[config.mk]
export PLATFORM = sky130hd
export DESIGN_NAME = bitmanip_unit
export DESIGN_NICKNAME = d
export VERILOG_FILES = /design/src/rtl/bmu_pkg.sv /design/src/rtl/bmu_arith.sv /design/src/rtl/bmu_count.sv /design/src/rtl/bmu_bitpos.sv /design/src/rtl/bmu_bytes.sv /design/src/rtl/bitmanip_unit.sv
export SDC_FILE = /design/constraint.sdc
export NUM_CORES = 1
export LEC_CHECK = 0
export BUFFER_PORTS_ARGS = -buffer_cell sky130_fd_sc_hd__buf_2
export CORE_MARGIN = 2
export CORE_UTILIZATION = 59
export DETAILED_ROUTE_END_ITERATION = 7
export PLACE_DENSITY_LB_ADDON = 0.12
export SYNTH_ARGS = -nofsm -noshare
export SYNTH_HDL_FRONTEND = slang
export SYNTH_SLANG_ARGS = --single-unit
export TNS_END_PERCENT = 20
[constraint.sdc]
create_clock -name clk -period 0.8 [get_ports clk]
set_clock_uncertainty 0.15 [all_clocks]
set_input_delay 0.12 -clock clk [delete_from_list [all_inputs] [get_ports clk]]
set_output_delay 0.12 -clock clk [all_outputs]
set_load 0.02 [all_outputs]
[src/rtl/bmu_pkg.sv]
package bmu_pkg;
  localparam int OP_W = 5;

  typedef enum logic [OP_W-1:0] {
    OP_SCADD = 5'd0,
    OP_ANDI  = 5'd1,
    OP_ORI   = 5'd2,
    OP_XNOR  = 5'd3,
    OP_LZC   = 5'd4,
    OP_TZC   = 5'd5,
    OP_POP   = 5'd6,
    OP_MIN   = 5'd7,
    OP_MAX   = 5'd8,
    OP_MINU  = 5'd9,
    OP_MAXU  = 5'd10,
    OP_SXB   = 5'd11,
    OP_SXH   = 5'd12,
    OP_ZXH   = 5'd13,
    OP_ROTL  = 5'd14,
    OP_ROTR  = 5'd15,
    OP_BYOR  = 5'd16,
    OP_BYREV = 5'd17,
    OP_BCLR  = 5'd18,
    OP_BSET  = 5'd19,
    OP_BFLIP = 5'd20,
    OP_BGET  = 5'd21
  } bmu_op_e;

  localparam int NUM_OPS = 22;
endpackage

[src/rtl/bmu_arith.sv]
module bmu_arith
  import bmu_pkg::*;
#(
  parameter int XLEN = 32
) (
  input  logic [OP_W-1:0] op,
  input  logic [XLEN-1:0] a,
  input  logic [XLEN-1:0] b,
  input  logic [1:0]      scale,
  output logic [XLEN-1:0] res
);
  localparam int BYTE_W = 8;
  localparam int HALF_W = XLEN / 2;

  function automatic logic [XLEN-1:0] f_pick(input logic [XLEN-1:0] x,
                                             input logic [XLEN-1:0] y,
                                             input logic is_signed,
                                             input logic want_max);
    logic x_lt_y;
    if (is_signed) x_lt_y = $signed(x) < $signed(y);
    else           x_lt_y = x < y;
    return (x_lt_y ^ want_max) ? x : y;
  endfunction

  function automatic logic [XLEN-1:0] f_sext(input logic [XLEN-1:0] x,
                                             input int unsigned width);
    logic [XLEN-1:0] r;
    for (int i = 0; i < XLEN; i++) r[i] = (i < width) ? x[i] : x[width-1];
    return r;
  endfunction

  logic [XLEN-1:0] scaled_sum;
  logic [XLEN-1:0] minmax_res;
  logic [XLEN-1:0] zx_half;

  assign scaled_sum = b + (a << scale);
  assign zx_half    = {{(XLEN-HALF_W){1'b0}}, a[HALF_W-1:0]};

  always_comb begin
    case (op)
      OP_MIN:  minmax_res = f_pick(a, b, 1'b1, 1'b0);
      OP_MAX:  minmax_res = f_pick(a, b, 1'b1, 1'b1);
      OP_MINU: minmax_res = f_pick(a, b, 1'b0, 1'b0);
      default: minmax_res = f_pick(a, b, 1'b0, 1'b1);
    endcase
  end

  always_comb begin
    case (op)
      OP_SCADD: res = scaled_sum;
      OP_ANDI:  res = a & ~b;
      OP_ORI:   res = a | ~b;
      OP_XNOR:  res = ~(a ^ b);
      OP_MIN, OP_MAX, OP_MINU, OP_MAXU: res = minmax_res;
      OP_SXB:   res = f_sext(a, BYTE_W);
      OP_SXH:   res = f_sext(a, HALF_W);
      OP_ZXH:   res = zx_half;
      default:  res = '0;
    endcase
  end
endmodule

[src/rtl/bmu_count.sv]
module bmu_count #(
  parameter int XLEN = 32,
  localparam int CNT_W = $clog2(XLEN) + 1
) (
  input  logic [XLEN-1:0]  a,
  output logic [CNT_W-1:0] lead_zeros,
  output logic [CNT_W-1:0] trail_zeros,
  output logic [CNT_W-1:0] ones
);
  function automatic logic [CNT_W-1:0] f_lead(input logic [XLEN-1:0] x);
    logic [CNT_W-1:0] n;
    logic seen;
    n = '0;
    seen = 1'b0;
    for (int i = XLEN - 1; i >= 0; i--) begin
      seen = seen | x[i];
      if (!seen) n = n + 1'b1;
    end
    return n;
  endfunction

  function automatic logic [CNT_W-1:0] f_trail(input logic [XLEN-1:0] x);
    logic [CNT_W-1:0] n;
    logic seen;
    n = '0;
    seen = 1'b0;
    for (int i = 0; i < XLEN; i++) begin
      seen = seen | x[i];
      if (!seen) n = n + 1'b1;
    end
    return n;
  endfunction

  function automatic logic [CNT_W-1:0] f_ones(input logic [XLEN-1:0] x);
    logic [CNT_W-1:0] n;
    n = '0;
    for (int i = 0; i < XLEN; i++) n = n + {{(CNT_W-1){1'b0}}, x[i]};
    return n;
  endfunction

  assign lead_zeros  = f_lead(a);
  assign trail_zeros = f_trail(a);
  assign ones        = f_ones(a);
endmodule

[src/rtl/bmu_bitpos.sv]
module bmu_bitpos #(
  parameter int XLEN = 32,
  localparam int IDX_W = $clog2(XLEN)
) (
  input  logic [XLEN-1:0]  a,
  input  logic [IDX_W-1:0] idx,
  output logic [XLEN-1:0]  rot_l,
  output logic [XLEN-1:0]  rot_r,
  output logic [XLEN-1:0]  bit_clr,
  output logic [XLEN-1:0]  bit_set,
  output logic [XLEN-1:0]  bit_flip,
  output logic [XLEN-1:0]  bit_get
);
  logic [2*XLEN-1:0] dbl_l;
  logic [2*XLEN-1:0] dbl_r;
  logic [XLEN-1:0]   onehot;

  assign dbl_l = {a, a} << idx;
  assign dbl_r = {a, a} >> idx;
  assign rot_l = dbl_l[2*XLEN-1:XLEN];
  assign rot_r = dbl_r[XLEN-1:0];

  assign onehot   = {{(XLEN-1){1'b0}}, 1'b1} << idx;
  assign bit_clr  = a & ~onehot;
  assign bit_set  = a | onehot;
  assign bit_flip = a ^ onehot;
  assign bit_get  = {{(XLEN-1){1'b0}}, a[idx]};
endmodule

[src/rtl/bmu_bytes.sv]
module bmu_bytes #(
  parameter int XLEN = 32,
  localparam int NBYTES = XLEN / 8
) (
  input  logic [XLEN-1:0] a,
  output logic [XLEN-1:0] or_comb,
  output logic [XLEN-1:0] reversed
);
  for (genvar g = 0; g < NBYTES; g++) begin : g_lane
    assign or_comb[8*g +: 8]  = {8{|a[8*g +: 8]}};
    assign reversed[8*g +: 8] = a[8*(NBYTES-1-g) +: 8];
  end
endmodule

[src/rtl/bitmanip_unit.sv]
module bitmanip_unit
  import bmu_pkg::*;
#(
  parameter int XLEN = 32
) (
  input  logic            clk,
  input  logic            rst_n,
  input  logic            in_valid,
  input  logic [4:0]      op,
  input  logic [XLEN-1:0] rs1,
  input  logic [XLEN-1:0] rs2,
  input  logic [1:0]      scale,
  output logic            out_valid,
  output logic [XLEN-1:0] result
);
  localparam int IDX_W = $clog2(XLEN);
  localparam int CNT_W = IDX_W + 1;

  logic [XLEN-1:0]  arith_res;
  logic [CNT_W-1:0] lead_zeros, trail_zeros, ones;
  logic [XLEN-1:0]  rot_l, rot_r, bit_clr, bit_set, bit_flip, bit_get;
  logic [XLEN-1:0]  or_comb, reversed;
  logic [XLEN-1:0]  next_res;
  logic             op_known;

  bmu_arith #(.XLEN(XLEN)) u_arith (
    .op(op), .a(rs1), .b(rs2), .scale(scale), .res(arith_res)
  );

  bmu_count #(.XLEN(XLEN)) u_count (
    .a(rs1), .lead_zeros(lead_zeros), .trail_zeros(trail_zeros), .ones(ones)
  );

  bmu_bitpos #(.XLEN(XLEN)) u_bitpos (
    .a(rs1), .idx(rs2[IDX_W-1:0]), .rot_l(rot_l), .rot_r(rot_r),
    .bit_clr(bit_clr), .bit_set(bit_set), .bit_flip(bit_flip), .bit_get(bit_get)
  );

  bmu_bytes #(.XLEN(XLEN)) u_bytes (
    .a(rs1), .or_comb(or_comb), .reversed(reversed)
  );

  assign op_known = (op < OP_W'(NUM_OPS));

  always_comb begin
    case (op)
      OP_LZC:   next_res = {{(XLEN-CNT_W){1'b0}}, lead_zeros};
      OP_TZC:   next_res = {{(XLEN-CNT_W){1'b0}}, trail_zeros};
      OP_POP:   next_res = {{(XLEN-CNT_W){1'b0}}, ones};
      OP_ROTL:  next_res = rot_l;
      OP_ROTR:  next_res = rot_r;
      OP_BYOR:  next_res = or_comb;
      OP_BYREV: next_res = reversed;
      OP_BCLR:  next_res = bit_clr;
      OP_BSET:  next_res = bit_set;
      OP_BFLIP: next_res = bit_flip;
      OP_BGET:  next_res = bit_get;
      default:  next_res = op_known ? arith_res : '0;
    endcase
  end

  always_ff @(posedge clk or negedge rst_n) begin
    if (!rst_n) begin
      out_valid <= 1'b0;
      result    <= '0;
    end else begin
      out_valid <= in_valid;
      if (in_valid) result <= next_res;
    end
  end

  AST_VALID_FOLLOWS: assert property (@(posedge clk) disable iff (!rst_n)
    in_valid |=> out_valid);
  AST_VALID_DROPS: assert property (@(posedge clk) disable iff (!rst_n)
    !in_valid |=> !out_valid);
  AST_IDLE_HOLDS: assert property (@(posedge clk) disable iff (!rst_n)
    !in_valid |=> $stable(result));
  AST_ZERO_COUNT_FULL: assert property (@(posedge clk) disable iff (!rst_n)
    (in_valid && (op == OP_LZC || op == OP_TZC) && rs1 == '0) |=> result == XLEN);
  AST_POP_RANGE: assert property (@(posedge clk) disable iff (!rst_n)
    (in_valid && op == OP_POP) |=> result <= XLEN);
  AST_ROT_ZERO_AMT: assert property (@(posedge clk) disable iff (!rst_n)
    (in_valid && (op == OP_ROTL || op == OP_ROTR) && rs2[IDX_W-1:0] == '0)
      |=> result == $past(rs1));
  AST_BGET_ONEBIT: assert property (@(posedge clk) disable iff (!rst_n)
    (in_valid && op == OP_BGET) |=> result[XLEN-1:1] == '0);
  AST_UNUSED_ZERO: assert property (@(posedge clk) disable iff (!rst_n)
    (in_valid && !op_known) |=> (result == '0 && out_valid));
endmodule

==> results of run 1 <==
-- routing by layer --
metal  global-route usage (%)  overflow
met5                     37.8         0
met1                     74.0         0
met4                     79.9         1
met2                     94.0         1
met3                     57.8         0
-- per-stage QoR --
stage | hold WS (ps) | utilization [%] | cells
floorplan | -326 | - | 2821
global placement | -181 | 83.1 | 4144
detailed placement | -178 | 83.1 | 4144
CTS | -4.53 | 87.1 | 4220
-- cell families after synthesis --
logic type,count (synthesis),synth area share [%]
multiplexers,243,14.2
adder cells (fa/ha/maj),253,16.9
buffers and inverters,291,5.67
flip-flops,33,4.17
XOR/XNOR,214,11.0
AO/OA/AOI/OAI,745,24.3
AND/OR/NAND/NOR,1042,23.7
-- synth_stat cells, types with 14 or more instances --
cell type and n:
nand3_1 57, o21ai_0 186, nor2_1 420, a22oi_1 42
a222oi_1 14, a31oi_1 21, clkbuf_1 131, fa_1 25
o211ai_1 14, a21o_1 17, buf_1 29, a21oi_1 214
mux4_2 28, nor3_1 73, a211oi_1 26, nand4_1 21
nand2b_1 31, o21a_1 18, o22ai_1 24, nor4_1 15
nand2_1 289, xor2_1 56, a221oi_1 53, dfrtp_1 33
mux2i_1 190, inv_1 113, ha_1 227, nor2b_1 35
and2_1 20, and3_1 19, xnor2_1 132, mux2_2 24
-- repair_timing --
| action | CTS |
|---|---|
| resized for setup | 156 |
| cloned | 1 |
| setup buffers | 68 |
| setup endpoints to repair | 65 |
| hold endpoints to repair | 34 |
| hold buffers | 1 |
| pin swaps | 137 |
==> out/qor_table.md, run 1 <==
| Result | This run |
| --- | --- |
| Root Buffer | clkbuf_16 |
| Post-DP HPWL | 73300 um |
| Leading cell types by total area after synthesis | ha_1 (14%), mux2i_1 (9.6%), nor2_1 (8.0%) |
| Maximum number of pins on one net before global-route repair | 103 |
| Routability cong. | 1.14 |
| Worst_ep kind | register data pin |
| Ys async rst share | 100% |
| Clock H-tree levels | 2 |
| Post-synthesis sequential area ratio | 4.17% |
| Flop and latch count out of synthesis | 33 |
| Initial Util | 59.5% |
| Chip width | 187 um |
| Number of rows created at floorplan | 67 |
| Netlist area before placement | 0.0198 mm^2 |
| All-layer global routing usage | 75.8% |
| Cell taking the most area after synthesis | ha_1 |
| Outcome | aborted with a tool error |
| Top_reg_cell synth | dfrtp_1 |
| Stop stage | 5_1_grt |
| Syn. warnings | 0 |
| DP Worst Slack | -15820 ps |
| Pin ending the worst setup path after global-route repair | result[5]$_DFFE_PN0P_/D |
| Average cell area after synthesis | 7.03 um^2 |
| Share of the synthesized area in the top cell type | 14.3% |
| Boundary pin count | 107 |
| Number of flops mapped to enable cells by yosys | 0 |
| Die height | 187 um |
| Synthesized netlist cell count | 2821 |
| Number of buffers added by the clock tree synthesis step | 5 |
| Port-buffer cells | 106 |
| Deepest clock path buffer count | 2 |
| Area post-placement | 0.0277 mm^2 |
| Total nets after synthesis | 3147 |
| Clock sink total | 33 |
| Halt Reason | [ERROR GRT-0232] Routing congestion too high. Check the congestion heatmap in the GUI. |
| Number of distinct library cell variants in the gate-level netlist after synthesis | 97 |
| Total congestion overflow after global routing | 2 |
==> inputs of run 2 (changes only) <==
--- a/config.mk
+++ b/config.mk
@@ -7,9 +7,9 @@
 export LEC_CHECK = 0
 export BUFFER_PORTS_ARGS = -buffer_cell sky130_fd_sc_hd__buf_2
 export CORE_MARGIN = 2
-export CORE_UTILIZATION = 59
+export CORE_UTILIZATION = 40
 export DETAILED_ROUTE_END_ITERATION = 7
-export PLACE_DENSITY_LB_ADDON = 0.12
+export PLACE_DENSITY_LB_ADDON = 0.15
 export SYNTH_ARGS = -nofsm -noshare
 export SYNTH_HDL_FRONTEND = slang
 export SYNTH_SLANG_ARGS = --single-unit
==> constraint.sdc (replaced) <==
create_clock -name clk -period 1.04 [get_ports clk]
set_clock_uncertainty 0.15 [all_clocks]
set_input_delay 0.156 -clock clk [delete_from_list [all_inputs] [get_ports clk]]
set_output_delay 0.156 -clock clk [all_outputs]
set_load 0.02 [all_outputs]
==> out/qor_table.md, run 2 <==
| Result | This run | Change |
| --- | --- | --- |
| Smallest hold slack | 96.2 ps |  |
| Chip width | 227 um | was 187 um |
| Total nets after synthesis | 3147 | unchanged |
| Boundary pin count | 107 | unchanged |
| Post-DP HPWL | 80900 um | was 73300 um |
| Post-synthesis sequential area ratio | 4.17% | unchanged |
| Remaining DRCs | 0 |  |
| Synthesized netlist cell count | 2821 | unchanged |
| Overall power of the completed layout | 22.0 mW |  |
| Cell Count, Final, Fillers Out | 4515 |  |
| Critical Path Start Type | primary input |  |
| Violations in the final reports | negative setup slack |  |
| Fraction of final layout cells sized beyond drive strength 1 | 37.0% |  |
| DP Worst Slack | -15300 ps | was -15820 ps |
| Most common cell after layout, fill and taps aside | buf_4 |  |
| CTS tree | built |  |
| Worst Setup Slack, final | -14710 ps |  |
| Number of flip-flops in the largest register | 32 |  |
| Max Fclk | 0.0635 GHz |  |
| Commonest non-fill, non-tap cells in the layout | buf_4 (1040), nor2_1 (409), nand2_1 (285) |  |
| Via count of the first global-routing pass | 25707 |  |
| Detail-routed via count per cell | 5.74 |  |
| Cell taking the most area after synthesis | ha_1 | unchanged |
| Core Area | 0.0490 mm^2 |  |
| Register containing the most flip-flops in the final layout | result |  |
| Root Buffer | clkbuf_16 | unchanged |
| Peak per-stage delay on the critical path | 350 ps |  |
| Top Registers | result: 32 flops, out_valid: 1 flops |  |
| Total congestion overflow after global routing | 0 |  |
| DIE AREA | 0.0513 mm^2 |  |
| Total area of multi-input combinational cells | 0.0186 mm^2 |  |
| Post-layout min period | 15750 ps |  |
| Max Cap Viol | 0 |  |
| Share of the synthesized area in the top cell type | 14.3% | unchanged |
| Number of rows created at floorplan | 81 | was 67 |
| Worst VDD drop | 1.25 mV |  |
| Deepest clock path buffer count | 2 | unchanged |
| Slew of the pin with the lowest slew margin | 1070 ps |  |
| Netlist area before placement | 0.0198 mm^2 | unchanged |
| Count of pins over their slew limit | 0 |  |
| Worst skew pair latency | 300 ps |  |
| Antenna violations before repair | 0 |  |
| Cell at the slowest stage of the critical path | maj3_2 |  |
| Critical Path RT | 1070 ps |  |
| Number of detailed-routing iterations run before antenna repair | 7 |  |
| Most used standard cells in the synthesized netlist | nor2_1 (420), nand2_1 (289), ha_1 (227) | unchanged |
| Routability cong. | 1.01 | was 1.14 |
| Leading cell types by total area after synthesis | ha_1 (14%), mux2i_1 (9.6%), nor2_1 (8.0%) | unchanged |
| Area post-placement | 0.0287 mm^2 | was 0.0277 mm^2 |
| Startpoint of the worst register-to-register path | result[1] |  |
| Clock sink total | 33 | unchanged |
| Leak Pwr | 14.3 nW |  |
| Fill cell total of the finished layout | 4543 |  |
| Average cell area after synthesis | 7.03 um^2 | unchanged |
| Setup repair after global routing missed its margin | yes |  |
| Final worst-path cycle share | 1510% |  |
| Top_reg_cell synth | dfrtp_1 | unchanged |
| Setup slack of the worst register-to-register path | 140 ps |  |
| Maximum number of pins on one net before global-route repair | 68 |  |
| Port-buffer cells | 106 | unchanged |
| Final design instance area without fill | 0.0302 mm^2 |  |
| Signed area change from the synthesized netlist to the final layout | 52.5% |  |
| Critical-path maximum fanout | 3 |  |
| Dominant cell type by count on the critical path | ha_1 |  |
| Number of distinct library cell variants in the gate-level netlist after synthesis | 97 | unchanged |
| Critical path capture point type | flip-flop |  |
| Ys async rst share | 100% | unchanged |
| Normalized max-slew margin | 28.6% |  |
| Total inserted antenna cells | 0 |  |
| Antenna Violating Nets Remaining | 0 |  |
| Flop and latch count out of synthesis | 33 | unchanged |
| WL final | 100000 um |  |
| Arrival time worst endpoint | 15780 ps |  |
| All-layer global routing usage | 38.2% |  |
| Start-to-end type of the worst setup path | primary input to flip-flop |  |
| Type of the tightest min-delay check | primary input to asynchronous set/reset pin |  |
| Number of flops mapped to enable cells by yosys | 0 | unchanged |
| Count of endpoints failing setup in the final report | 65 |  |
| Number of placed instances with taps included | 4450 | was 4144 |
| Clock transition at the registers of the reported paths | 70 ps |  |
| Die height | 227 um | was 187 um |
| Vias after detailed routing | 25927 |  |
| First-pass GRT wire length | 149000 um |  |
| Clock H-tree levels | 2 | unchanged |
| Register cell area after layout | 830 um^2 |  |
| Most used standard cell by instance count after synthesis | nor2_1 | unchanged |
| Power Density | 728 mW/mm^2 |  |
| Final hold viol count | 0 |  |
| WL per Instance | 22.1 um |  |
| Launching element of the worst setup path | rs1[0] |  |
| Outcome | finished with violations | was aborted with a tool error |
| Initial Util | 40.5% | was 59.5% |
| Number of buffers added by the clock tree synthesis step | 5 | unchanged |
| Total Nets Final | 4176 |  |
| Iteration-0 DRC Markers | 2143 |  |
| Syn. warnings | 0 | unchanged |
-- run 2: cell counts after synthesis --
Identical to the previous run, type by type.
-- run 2: cell families (layout without fill, tap and decap cells) --
group	Yosys count	count (layout)	synth area share, %
DFF	33	33	4.17
xor gates and xnor gates	214	214	11.0
buffers and inverters	291	1321	5.67
and+or+nand+nor	1042	1042	23.7
adders and majority gates	253	253	16.9
AOI/OAI and AO/OA	745	745	24.3
muxes	243	243	14.2
-- run 2: area by class of cell --
| class | count | share of cell area, % |
|---|---|---|
| Multi-Input combinational cell | 2497 | 61.7 |
| Timing Repair Buffer | 1193 | 30.8 |
| Clock inverter | 3 | 0.0580 |
| Tap cell | 664 | 2.75 |
| Sequential cell | 33 | 2.74 |
| Inverter | 120 | 1.56 |
| Clock buffer | 5 | 0.414 |
-- run 2: where the power goes --
part / leakage [nW] / internal, mW / switching, mW
logic: 13.9 / 9.11 / 9.56
clock network: 0.0696 / 0.883 / 0.717
registers: 0.378 / 1.52 / 0.220
-- run 2: worst paths after layout --
kind | end | depth (start not counted)
setup / recovery | result[5] | 100
hold / removal | result[9] | 2
setup reg to reg | result[1] | 2
hold reg to reg | result[19] | 2
max in group asynchronous | result[1] | 3
min in group clk | result[22] | 4
-- run 2: layer usage --
| layer | vias up | routed length [um] | track usage, % |
|---|---|---|---|
| met5 | - | 0 | 0 |
| met4 | 0 | 7150 | 22.9 |
| met3 | 266 | 5940 | 3.52 |
| met2 | 1063 | 46700 | 65.6 |
| met1 | 12320 | 40200 | 46.2 |
| li1 | 12278 | - | - |
-- run 2: repair_timing --
action,4_1_cts,5_1_grt
gates cloned,3,0
gates resized for setup,165,53
endpoints found under the hold margin,33,0
pin swaps,132,93
setup buffers,46,15
setup endpoints to repair,65,65
hold buffers,1,0
-- run 2: worst max-delay path: cells and delay by family --
family | cells | cell delay (ps)
buffers and inverters | 2 | 120
xor gates and xnor gates | 13 | 2090
adders and majority gates | 17 | 4410
muxes | 16 | 3080
and+or+nand+nor | 24 | 2530
AOI/OAI and AO/OA | 28 | 3420
-- run 2: per-stage QoR --
stage	TNS (ps)	utilization, %
after floorplan	-156360	-
after global placement	-182890	58.5
after detailed placement	-186500	58.5
after CTS	-166680	61.1
after global routing	-179380	61.7
final	-170420	61.7
No activity file was read; power rests on OpenSTA's default activity.
==> inputs of run 3 (changes only) <==
--- a/config.mk
+++ b/config.mk
@@ -9,7 +9,6 @@
 export CORE_MARGIN = 2
 export CORE_UTILIZATION = 40
 export DETAILED_ROUTE_END_ITERATION = 7
-export PLACE_DENSITY_LB_ADDON = 0.15
 export SYNTH_ARGS = -nofsm -noshare
 export SYNTH_HDL_FRONTEND = slang
 export SYNTH_SLANG_ARGS = --single-unit
==> out/qor_table.md, run 3 (synthesis results as in run 2) <==
| Result | This run | Change |
| --- | --- | --- |
| Outcome | finished with violations | unchanged |
| Violations in the final reports | negative setup slack | unchanged |
| Remaining DRCs | 0 | unchanged |
| Number of flip-flops in the largest register | 32 | unchanged |
| Leak Pwr | 14.4 nW | was 14.3 nW |
| Max Fclk | 0.0638 GHz | was 0.0635 GHz |
| Maximum number of pins on one net before global-route repair | 103 | was 68 |
| Boundary pin count | 107 | unchanged |
| Vias after detailed routing | 26355 | was 25927 |
| Commonest non-fill, non-tap cells in the layout | buf_4 (1030), nor2_1 (410), nand2_1 (283) | was buf_4 (1040), nor2_1 (409), nand2_1 (285) |
| Number of buffers added by the clock tree synthesis step | 5 | unchanged |
| Setup repair after global routing missed its margin | yes | unchanged |
| Most common cell after layout, fill and taps aside | buf_4 | unchanged |
| Overall power of the completed layout | 22.3 mW | was 22.0 mW |
| Count of endpoints failing setup in the final report | 65 | unchanged |
| WL per Instance | 22.4 um | was 22.1 um |
| Number of rows created at floorplan | 81 | unchanged |
| Chip width | 227 um | unchanged |
| Deepest clock path buffer count | 2 | unchanged |
| Dominant cell type by count on the critical path | ha_1 | unchanged |
| Clock sink total | 33 | unchanged |
| Fill cell total of the finished layout | 4485 | was 4543 |
| Power Density | 736 mW/mm^2 | was 728 mW/mm^2 |
| Total Nets Final | 4168 | was 4176 |
| First-pass GRT wire length | 151000 um | was 149000 um |
| Antenna violations before repair | 7 | was 0 |
| Root Buffer | clkbuf_16 | unchanged |
| DP Worst Slack | -15310 ps | was -15300 ps |
| Max Cap Viol | 0 | unchanged |
| Start-to-end type of the worst setup path | primary input to flip-flop | unchanged |
| Number of placed instances with taps included | 4422 | was 4450 |
| Via count of the first global-routing pass | 25702 | was 25707 |
| Arrival time worst endpoint | 15720 ps | was 15780 ps |
| Worst VDD drop | 1.32 mV | was 1.25 mV |
| Slew of the pin with the lowest slew margin | 1030 ps | was 1070 ps |
| Iteration-0 DRC Markers | 2224 | was 2143 |
| All-layer global routing usage | 38.5% | was 38.2% |
| Top Registers | result: 32 flops, out_valid: 1 flops | unchanged |
| CTS tree | built | unchanged |
| Fraction of final layout cells sized beyond drive strength 1 | 37.1% | was 37.0% |
| Cell at the slowest stage of the critical path | maj3_2 | unchanged |
| Count of pins over their slew limit | 0 | unchanged |
| Worst skew pair latency | 300 ps | about the same |
| Post-layout min period | 15670 ps | was 15750 ps |
| Critical Path RT | 1090 ps | was 1070 ps |
| Type of the tightest min-delay check | primary input to asynchronous set/reset pin | unchanged |
| Total congestion overflow after global routing | 0 | unchanged |
| Number of detailed-routing iterations run before antenna repair | 6 | was 7 |
| Die height | 227 um | unchanged |
| Final worst-path cycle share | 1510% | about the same |
| Initial Util | 40.5% | unchanged |
| Signed area change from the synthesized netlist to the final layout | 53.3% | was 52.5% |
| Core Area | 0.0490 mm^2 | unchanged |
| Peak per-stage delay on the critical path | 350 ps | about the same |
| Post-DP HPWL | 81100 um | was 80900 um |
| Clock H-tree levels | 2 | unchanged |
| Critical Path Start Type | primary input | unchanged |
| Critical path capture point type | flip-flop | unchanged |
| DIE AREA | 0.0513 mm^2 | unchanged |
| Normalized max-slew margin | 31.2% | was 28.6% |
| Worst Setup Slack, final | -14630 ps | was -14710 ps |
| Antenna Violating Nets Remaining | 0 | unchanged |
| Port-buffer cells | 106 | unchanged |
| Detail-routed via count per cell | 5.84 | was 5.74 |
| Routability cong. | 0.993 | was 1.01 |
| Clock transition at the registers of the reported paths | 70 ps | about the same |
| Cell Count, Final, Fillers Out | 4513 | was 4515 |
| WL final | 101000 um | was 100000 um |
| Setup TNS Final | -169100 ps | was -170420 ps |
| Register containing the most flip-flops in the final layout | result | unchanged |
| Critical-path maximum fanout | 4 | was 3 |
| Final hold viol count | 0 | unchanged |
[run 3: layout make-up]
| type | instances | area, um^2 | share of cell area [%] |
|---|---|---|---|
| clock inverters | 3 | 17.5 | 0.0577 |
| clock buffers | 5 | 125 | 0.412 |
| well taps | 664 | 831 | 2.73 |
| inverters | 120 | 478 | 1.57 |
| multi-input cells | 2497 | 18800 | 61.8 |
| repair buffers | 1185 | 9300 | 30.6 |
| diodes | 6 | 15.0 | 0.0494 |
| flip-flops and latches | 33 | 830 | 2.73 |
[run 3: critical path, delay by kind of cell]
| family | cells | cell delay, ps |
|---|---|---|
| AOI/OAI and AO/OA | 29 | 3780 |
| xor gates and xnor gates | 16 | 2450 |
| adders and majority gates | 17 | 4450 |
| buffers and inverters | 2 | 120 |
| muxes | 13 | 2410 |
| and+or+nand+nor | 23 | 2330 |
[run 3: timing repair]
action / 4_1_cts / 5_1_grt
pin swaps: 125 / 105
hold endpoints to repair: 34 / 0
cloned: 2 / 0
hold buffers: 2 / 0
endpoints found under the setup margin: 65 / 65
gates resized for setup: 161 / 74
setup buffers: 50 / 28
[run 3: metrics by stage]
step	cell area [um^2]	hold slack [ps]	util, %
floorplan	20100	-290	-
CTS	29800	73.6	60.9
global route	30400	119	62.1
finish	30400	94.5	62.1
global placement	28500	-128	58.2
detailed placement	28500	-127	58.2
[run 3: path summary, 6_finish.rpt]
kind                             from         end  slack [ps]  cells past startpoint
min                             rst_n  result[11]          90                      2
max in group asynchronous       rst_n   result[1]         210                      3
min reg2reg                result[13]  result[13]         360                      2
max                            rs1[0]   result[5]      -14630                    100
min in group clk              rs2[10]  result[10]         100                      3
max reg2reg                 result[5]   result[5]         120                      2
[run 3: routing by layer]
layer,up-vias,share of wire [%],GRT usage [%],wire [um]
li1,12286,-,-,-
met1,12641,40,46.2,40300
met2,1125,46,64.4,47000
met3,303,6.5,5.07,6570
met4,0,7.2,25.2,7280
met5,-,0,0,0
[run 3: where the power goes]
group	switching, mW	leakage [nW]	total (mW)	internal [mW]
Sequential	0.226	0.378	1.75	1.53
Clock	0.692	0.0696	1.57	0.880
Combinational	9.80	13.9	19.0	9.22
